## src/rtl/rxaf_pkg.sv

```systemverilog
package rxaf_pkg;
  localparam int ADDR_W = 48;
  localparam int HASH_W = 6;

  typedef enum logic [1:0] {
    RSN_REJECT  = 2'd0,
    RSN_EXACT   = 2'd1,
    RSN_GROUP   = 2'd2,
    RSN_PROMISC = 2'd3
  } rsn_e;

  // XOR fold: address bit n lands on index bit n mod HASH_W
  function automatic logic [HASH_W-1:0] hash_index(input logic [ADDR_W-1:0] a);
    logic [HASH_W-1:0] h;
    h = '0;
    for (int n = 0; n < ADDR_W; n++) begin
      h[n % HASH_W] = h[n % HASH_W] ^ a[n];
    end
    return h;
  endfunction
endpackage

```

## src/rtl/rxaf_entry_bank.sv

```systemverilog
module rxaf_entry_bank #(
  parameter int N  = 8,
  parameter int AW = 5,
  parameter int DW = 32
) (
  input  logic                       clk,
  input  logic                       rst_n,
  input  logic                       wr_en,
  input  logic [AW-1:0]              wr_addr,
  input  logic [DW-1:0]              wr_data,
  input  logic [rxaf_pkg::ADDR_W-1:0] da,
  output logic                       hit,
  output logic [N-1:0]               armed,
  output logic [N-1:0]               lo_sel,
  output logic [N-1:0]               hi_sel
);
  localparam int HI_W = rxaf_pkg::ADDR_W - DW;

  logic [N-1:0] match;

  for (genvar k = 0; k < N; k++) begin : g_ent
    logic [DW-1:0]   lo_q;
    logic [HI_W-1:0] hi_q;
    logic            armed_q;

    assign lo_sel[k] = wr_en && (wr_addr == AW'(2 * k));
    assign hi_sel[k] = wr_en && (wr_addr == AW'(2 * k + 1));

    always_ff @(posedge clk) begin
      if (!rst_n) begin
        lo_q    <= '0;
        hi_q    <= '0;
        armed_q <= 1'b0;
      end else begin
        if (lo_sel[k]) begin
          lo_q    <= wr_data;
          armed_q <= 1'b0;
        end
        if (hi_sel[k]) begin
          hi_q    <= wr_data[HI_W-1:0];
          armed_q <= 1'b1;
        end
      end
    end

    assign armed[k] = armed_q;
    assign match[k] = armed_q && ({hi_q, lo_q} == da);
  end

  assign hit = |match;
endmodule

```

## src/rtl/rxaf_cfg_regs.sv

```systemverilog
module rxaf_cfg_regs #(
  parameter int AW        = 5,
  parameter int DW        = 32,
  parameter int HASH_LO_A = 16,
  parameter int HASH_HI_A = 17,
  parameter int CTRL_A    = 18
) (
  input  logic          clk,
  input  logic          rst_n,
  input  logic          wr_en,
  input  logic [AW-1:0] wr_addr,
  input  logic [DW-1:0] wr_data,
  output logic [DW-1:0] hash_lo,
  output logic [DW-1:0] hash_hi,
  output logic          copy_all,
  output logic          hash_en,
  output logic          bcast_dis
);
  always_ff @(posedge clk) begin
    if (!rst_n) begin
      hash_lo   <= '0;
      hash_hi   <= '0;
      copy_all  <= 1'b0;
      hash_en   <= 1'b0;
      bcast_dis <= 1'b0;
    end else if (wr_en) begin
      if (wr_addr == AW'(HASH_LO_A)) hash_lo <= wr_data;
      if (wr_addr == AW'(HASH_HI_A)) hash_hi <= wr_data;
      if (wr_addr == AW'(CTRL_A)) begin
        copy_all  <= wr_data[0];
        hash_en   <= wr_data[1];
        bcast_dis <= wr_data[2];
      end
    end
  end
endmodule

```

## src/rtl/rxaf_decide.sv

```systemverilog
module rxaf_decide #(
  parameter int DW = 32
) (
  input  logic                       clk,
  input  logic                       rst_n,
  input  logic                       da_valid,
  input  logic [rxaf_pkg::ADDR_W-1:0] da,
  input  logic                       exact_hit,
  input  logic [DW-1:0]              hash_lo,
  input  logic [DW-1:0]              hash_hi,
  input  logic                       copy_all,
  input  logic                       hash_en,
  input  logic                       bcast_dis,
  output logic                       dec_valid,
  output logic                       dec_accept,
  output logic [1:0]                 dec_reason
);
  import rxaf_pkg::*;
  localparam int SEL_W = $clog2(DW);

  logic [HASH_W-1:0] hidx;
  logic hbit, is_mcast, is_bcast, blocked, exact_ok, grp_ok, acc_d;
  rsn_e rsn_d;

  assign hidx     = hash_index(da);
  assign hbit     = hidx[SEL_W] ? hash_hi[hidx[SEL_W-1:0]] : hash_lo[hidx[SEL_W-1:0]];
  assign is_mcast = da[0];
  assign is_bcast = &da;
  assign blocked  = is_bcast && bcast_dis;
  assign exact_ok = exact_hit && !blocked;
  assign grp_ok   = !blocked && !exact_hit && is_mcast && ((hash_en && hbit) || is_bcast);
  assign acc_d    = copy_all || exact_ok || grp_ok;

  always_comb begin
    if (exact_ok)      rsn_d = RSN_EXACT;
    else if (grp_ok)   rsn_d = RSN_GROUP;
    else if (copy_all) rsn_d = RSN_PROMISC;
    else               rsn_d = RSN_REJECT;
  end

  always_ff @(posedge clk) begin
    if (!rst_n) begin
      dec_valid  <= 1'b0;
      dec_accept <= 1'b0;
      dec_reason <= RSN_REJECT;
    end else begin
      dec_valid  <= da_valid;
      dec_accept <= da_valid && acc_d;
      dec_reason <= da_valid ? rsn_d : RSN_REJECT;
    end
  end
endmodule

```

## src/rtl/rx_addr_filter.sv

```systemverilog
module rx_addr_filter #(
  parameter int NUM_ENTRIES = 8,
  parameter int REG_AW      = 5,
  parameter int DATA_W      = 32
) (
  input  logic                        clk,
  input  logic                        rst_n,
  input  logic                        wr_en,
  input  logic [REG_AW-1:0]           wr_addr,
  input  logic [DATA_W-1:0]           wr_data,
  input  logic                        da_valid,
  input  logic [rxaf_pkg::ADDR_W-1:0] da,
  output logic                        dec_valid,
  output logic                        dec_accept,
  output logic [1:0]                  dec_reason
);
  localparam int HASH_LO_A = 2 * NUM_ENTRIES;
  localparam int HASH_HI_A = HASH_LO_A + 1;
  localparam int CTRL_A    = HASH_LO_A + 2;

  logic                   ent_hit;
  logic [NUM_ENTRIES-1:0] ent_armed, ent_lo_sel, ent_hi_sel;
  logic [DATA_W-1:0]      cfg_hash_lo, cfg_hash_hi;
  logic                   cfg_copy_all, cfg_hash_en, cfg_bcast_dis;

  rxaf_entry_bank #(.N(NUM_ENTRIES), .AW(REG_AW), .DW(DATA_W)) u_bank (
    .clk(clk), .rst_n(rst_n), .wr_en(wr_en), .wr_addr(wr_addr), .wr_data(wr_data),
    .da(da), .hit(ent_hit), .armed(ent_armed), .lo_sel(ent_lo_sel), .hi_sel(ent_hi_sel)
  );

  rxaf_cfg_regs #(.AW(REG_AW), .DW(DATA_W), .HASH_LO_A(HASH_LO_A),
                  .HASH_HI_A(HASH_HI_A), .CTRL_A(CTRL_A)) u_cfg (
    .clk(clk), .rst_n(rst_n), .wr_en(wr_en), .wr_addr(wr_addr), .wr_data(wr_data),
    .hash_lo(cfg_hash_lo), .hash_hi(cfg_hash_hi), .copy_all(cfg_copy_all),
    .hash_en(cfg_hash_en), .bcast_dis(cfg_bcast_dis)
  );

  rxaf_decide #(.DW(DATA_W)) u_dec (
    .clk(clk), .rst_n(rst_n), .da_valid(da_valid), .da(da), .exact_hit(ent_hit),
    .hash_lo(cfg_hash_lo), .hash_hi(cfg_hash_hi), .copy_all(cfg_copy_all),
    .hash_en(cfg_hash_en), .bcast_dis(cfg_bcast_dis),
    .dec_valid(dec_valid), .dec_accept(dec_accept), .dec_reason(dec_reason)
  );
endmodule

```

## config.mk

```make
export PLATFORM = sky130hd
export DESIGN_NAME = rx_addr_filter
export DESIGN_NICKNAME = d
export VERILOG_FILES = /design/src/rtl/rxaf_pkg.sv /design/src/rtl/rxaf_entry_bank.sv /design/src/rtl/rxaf_cfg_regs.sv /design/src/rtl/rxaf_decide.sv /design/src/rtl/rx_addr_filter.sv
export SDC_FILE = /design/constraint.sdc
export NUM_CORES = 1
export LEC_CHECK = 0
export BUFFER_PORTS_ARGS = -buffer_cell sky130_fd_sc_hd__buf_2
export CORE_MARGIN = 2
export CORE_UTILIZATION = 25
export CTS_BUF_LIST = sky130_fd_sc_hd__clkbuf_8
export CTS_CLUSTER_DIAMETER = 150
export DETAILED_ROUTE_END_ITERATION = 8
export GPL_ROUTABILITY_DRIVEN = 1
export GPL_TIMING_DRIVEN = 0
export PLACE_DENSITY = 0.41
export SYNTH_ARGS = -nofsm -noshare
export SYNTH_HDL_FRONTEND = slang
export SYNTH_HIERARCHICAL = 1
export SYNTH_SLANG_ARGS = --single-unit
```

## constraint.sdc

```tcl
create_clock -name clk -period 4.29 [get_ports clk]
set_input_delay 0.2145 -clock clk [delete_from_list [all_inputs] [get_ports clk]]
set_output_delay 0.2145 -clock clk [all_outputs]
set_load 0.01 [all_outputs]
```

==> impl_metrics.json <==
{
  "status": "finished clean",
  "cts.sinks": 463,
  "post-route-util_pct": 29.7,
  "multi_input_area_sq_um": 12500,
  "start_kind": "register",
  "wire_per_inst_um": 26.6,
  "dp_hpwl_um": 74800,
  "core_area_sq_um": 91700,
  "io-pin-count": 93,
  "place_area_sq_um": 25100,
  "die_h_um": 308,
  "cts_tree": "yes",
  "clk_latency_ps": 700,
  "dieArea_sq_um": 94800,
  "fmax_mhz": 310,
  "wl_um": 112000,
  "fin_worst_skew_ps": 34.6,
  "p_int_mw": 7.26,
  "combinationalPowerShare_pct": 13.4,
  "ir_drop_mv": 0.180,
  "power_frac_seq_pct": 42.4,
  "netSwitchingFraction_pct": 29.3,
  "clockPowerShare_pct": 44.2,
  "cts_post_setup_buffers_inserted": 0,
  "clkSlewWorstSetupHoldPaths_ps": 60,
  "total_power_mw": 10.3,
  "p_switching_mw": 3.01,
  "first_iter_violations": 1822,
  "cp.arrival_ps": 3790,
  "p_leak_nw": 9.81,
  "yosys_warnings": 6,
  "maxSlewHeadroom_pct": 2.20,
  "grt_overflow_total": 0,
  "slew_violations": 0,
  "syn_area_sq_um": 23100,
  "start_util_pct": 25.2,
  "cp_data_required_time_ps": 4850,
  "antenna_found_initial": 4,
  "fin_area_sq_um": 27200,
  "first_pass_iters": 5,
  "num-fill-cells": 9996,
  "worst_pin_slew_ps": 1470,
  "layout_common_cells": "nand2_1 (817), dfxtp_1 (463), a21boi_0 (364)",
  "syn_to_final_growth_pct": 17.8,
  "drt-vias-per-instance": 4.83,
  "synth_fp_nets": 2830,
  "numCtsBuffers": 90,
  "drive_above_1_share_pct": 11.6,
  "nets": 3051,
  "dieWidth_um": 308,
  "gp_congestion": 0.860,
  "grt_first_pass_wirelength_um": 154000,
  "grt_pass1_vias": 19600,
  "layout_commonest_cell": "nand2_1",
  "drc": 0,
  "ctsRootBufferMaster": "clkbuf_8",
  "period_needed_ps": 3230,
  "final-setup-viol-count": 0,
  "rsz0062_at_grt": "false",
  "synth.avg_cell_area_sq_um": 8.42,
  "clk_path_buf_depth": 3,
  "hold_path.class": "input pin to register",
  "io_buffers": 92,
  "rows": 111,
  "cp-end-kind": "register",
  "crit_fanout": 4,
  "drv_cap": 0,
  "hold_violations": 0,
  "seq_area_sq_um": 9270,
  "synthCells": 2741,
  "p_per_area_nw_per_um2": 377,
  "grt_usage_pct": 23.2,
  "tns_ps": 0,
  "finalCritPeriodShare_pct": 75.3,
  "drtAntennaViolNets": 0,
  "grt_max_degree": 12,
  "worst-setup-path-type": "register to register",
  "via_count": 20300,
  "h-tree-depth": 3
}
## worst paths after layout
path,from,to,slack (ps),cells past startpoint
max reg2reg,u_bank/g_ent[0].hi_q[12],u_dec/dec_reason[1],1060,10
max,u_bank/g_ent[0].hi_q[12],u_dec/dec_reason[1],1060,10
min reg2reg,u_cfg/hash_lo[4],u_cfg/hash_lo[4],460,2
min,da[0],u_dec/dec_reason[0],170,5
## power groups by stage
stage / logic [mW] / clock network (mW) / registers (mW)
6_report: 1.37 / 4.54 / 4.36
3_5_place_dp: 1.32 / 0 / 4.45
5_1_grt: 1.42 / 4.82 / 4.36
3_3_place_gp: 1.33 / 0 / 4.45
4_1_cts: 1.35 / 4.65 / 4.36
2_1_floorplan: 0.719 / 0 / 4.44
## layer usage
metal,global-route usage (%),up-vias,part of all wire [%]
met5,0,-,0
met4,9.15,0,4.2
met3,3.76,183,6.0
met2,35.8,707,43
met1,32.2,9982,47
li1,-,9446,-
## sequential cells by signal, indices dropped and copies added (netlist names)
signal / cells
u_bank/g_ent.armed_q: 8
u_cfg/hash_hi: 32
u_cfg/hash_en: 1
u_cfg/bcast_dis: 1
u_cfg/hash_lo: 32
u_dec/dec_valid: 1
u_dec/dec_reason: 2
u_bank/g_ent.hi_q: 128
u_dec/dec_accept: 1
u_cfg/copy_all: 1
u_bank/g_ent.lo_q: 256
## layout make-up
class                   count  area share, %
plain buffers             237           4.28
inverters                  35          0.483
flip-flops and latches    463           34.1
clock inverters            31          0.579
diodes                      2         0.0184
multi-input cells        2006           46.0
repair buffers            129           3.12
clock buffers             118           5.97
well taps                1186           5.45
## worst max-delay path, cell delays in order (launching register included)
cell      delay, ps
dfxtp_1         320
xnor2_1         160
o211ai_1        200
nor4_1          580
nand4_1         310
o22ai_1         450
or4b_1          390
o21a_1          260
nand3b_1        130
o31ai_1          70
a31o_2          230
## what timing repair did
action	in CTS	in global routing
hold endpoints to repair	79	0
gates resized for setup	0	0
hold buffers	36	0
## metrics by stage
stage	setup WS (ps)	hold WS, ps	std cells
2_1_floorplan	1610	376	2741
3_3_place_gp	513	444	4019
3_5_place_dp	506	450	4020
4_1_cts	1110	97.0	4205
5_1_grt	1120	117	4206
6_report	1060	165	4207
(Power assumes the default switching activity.)
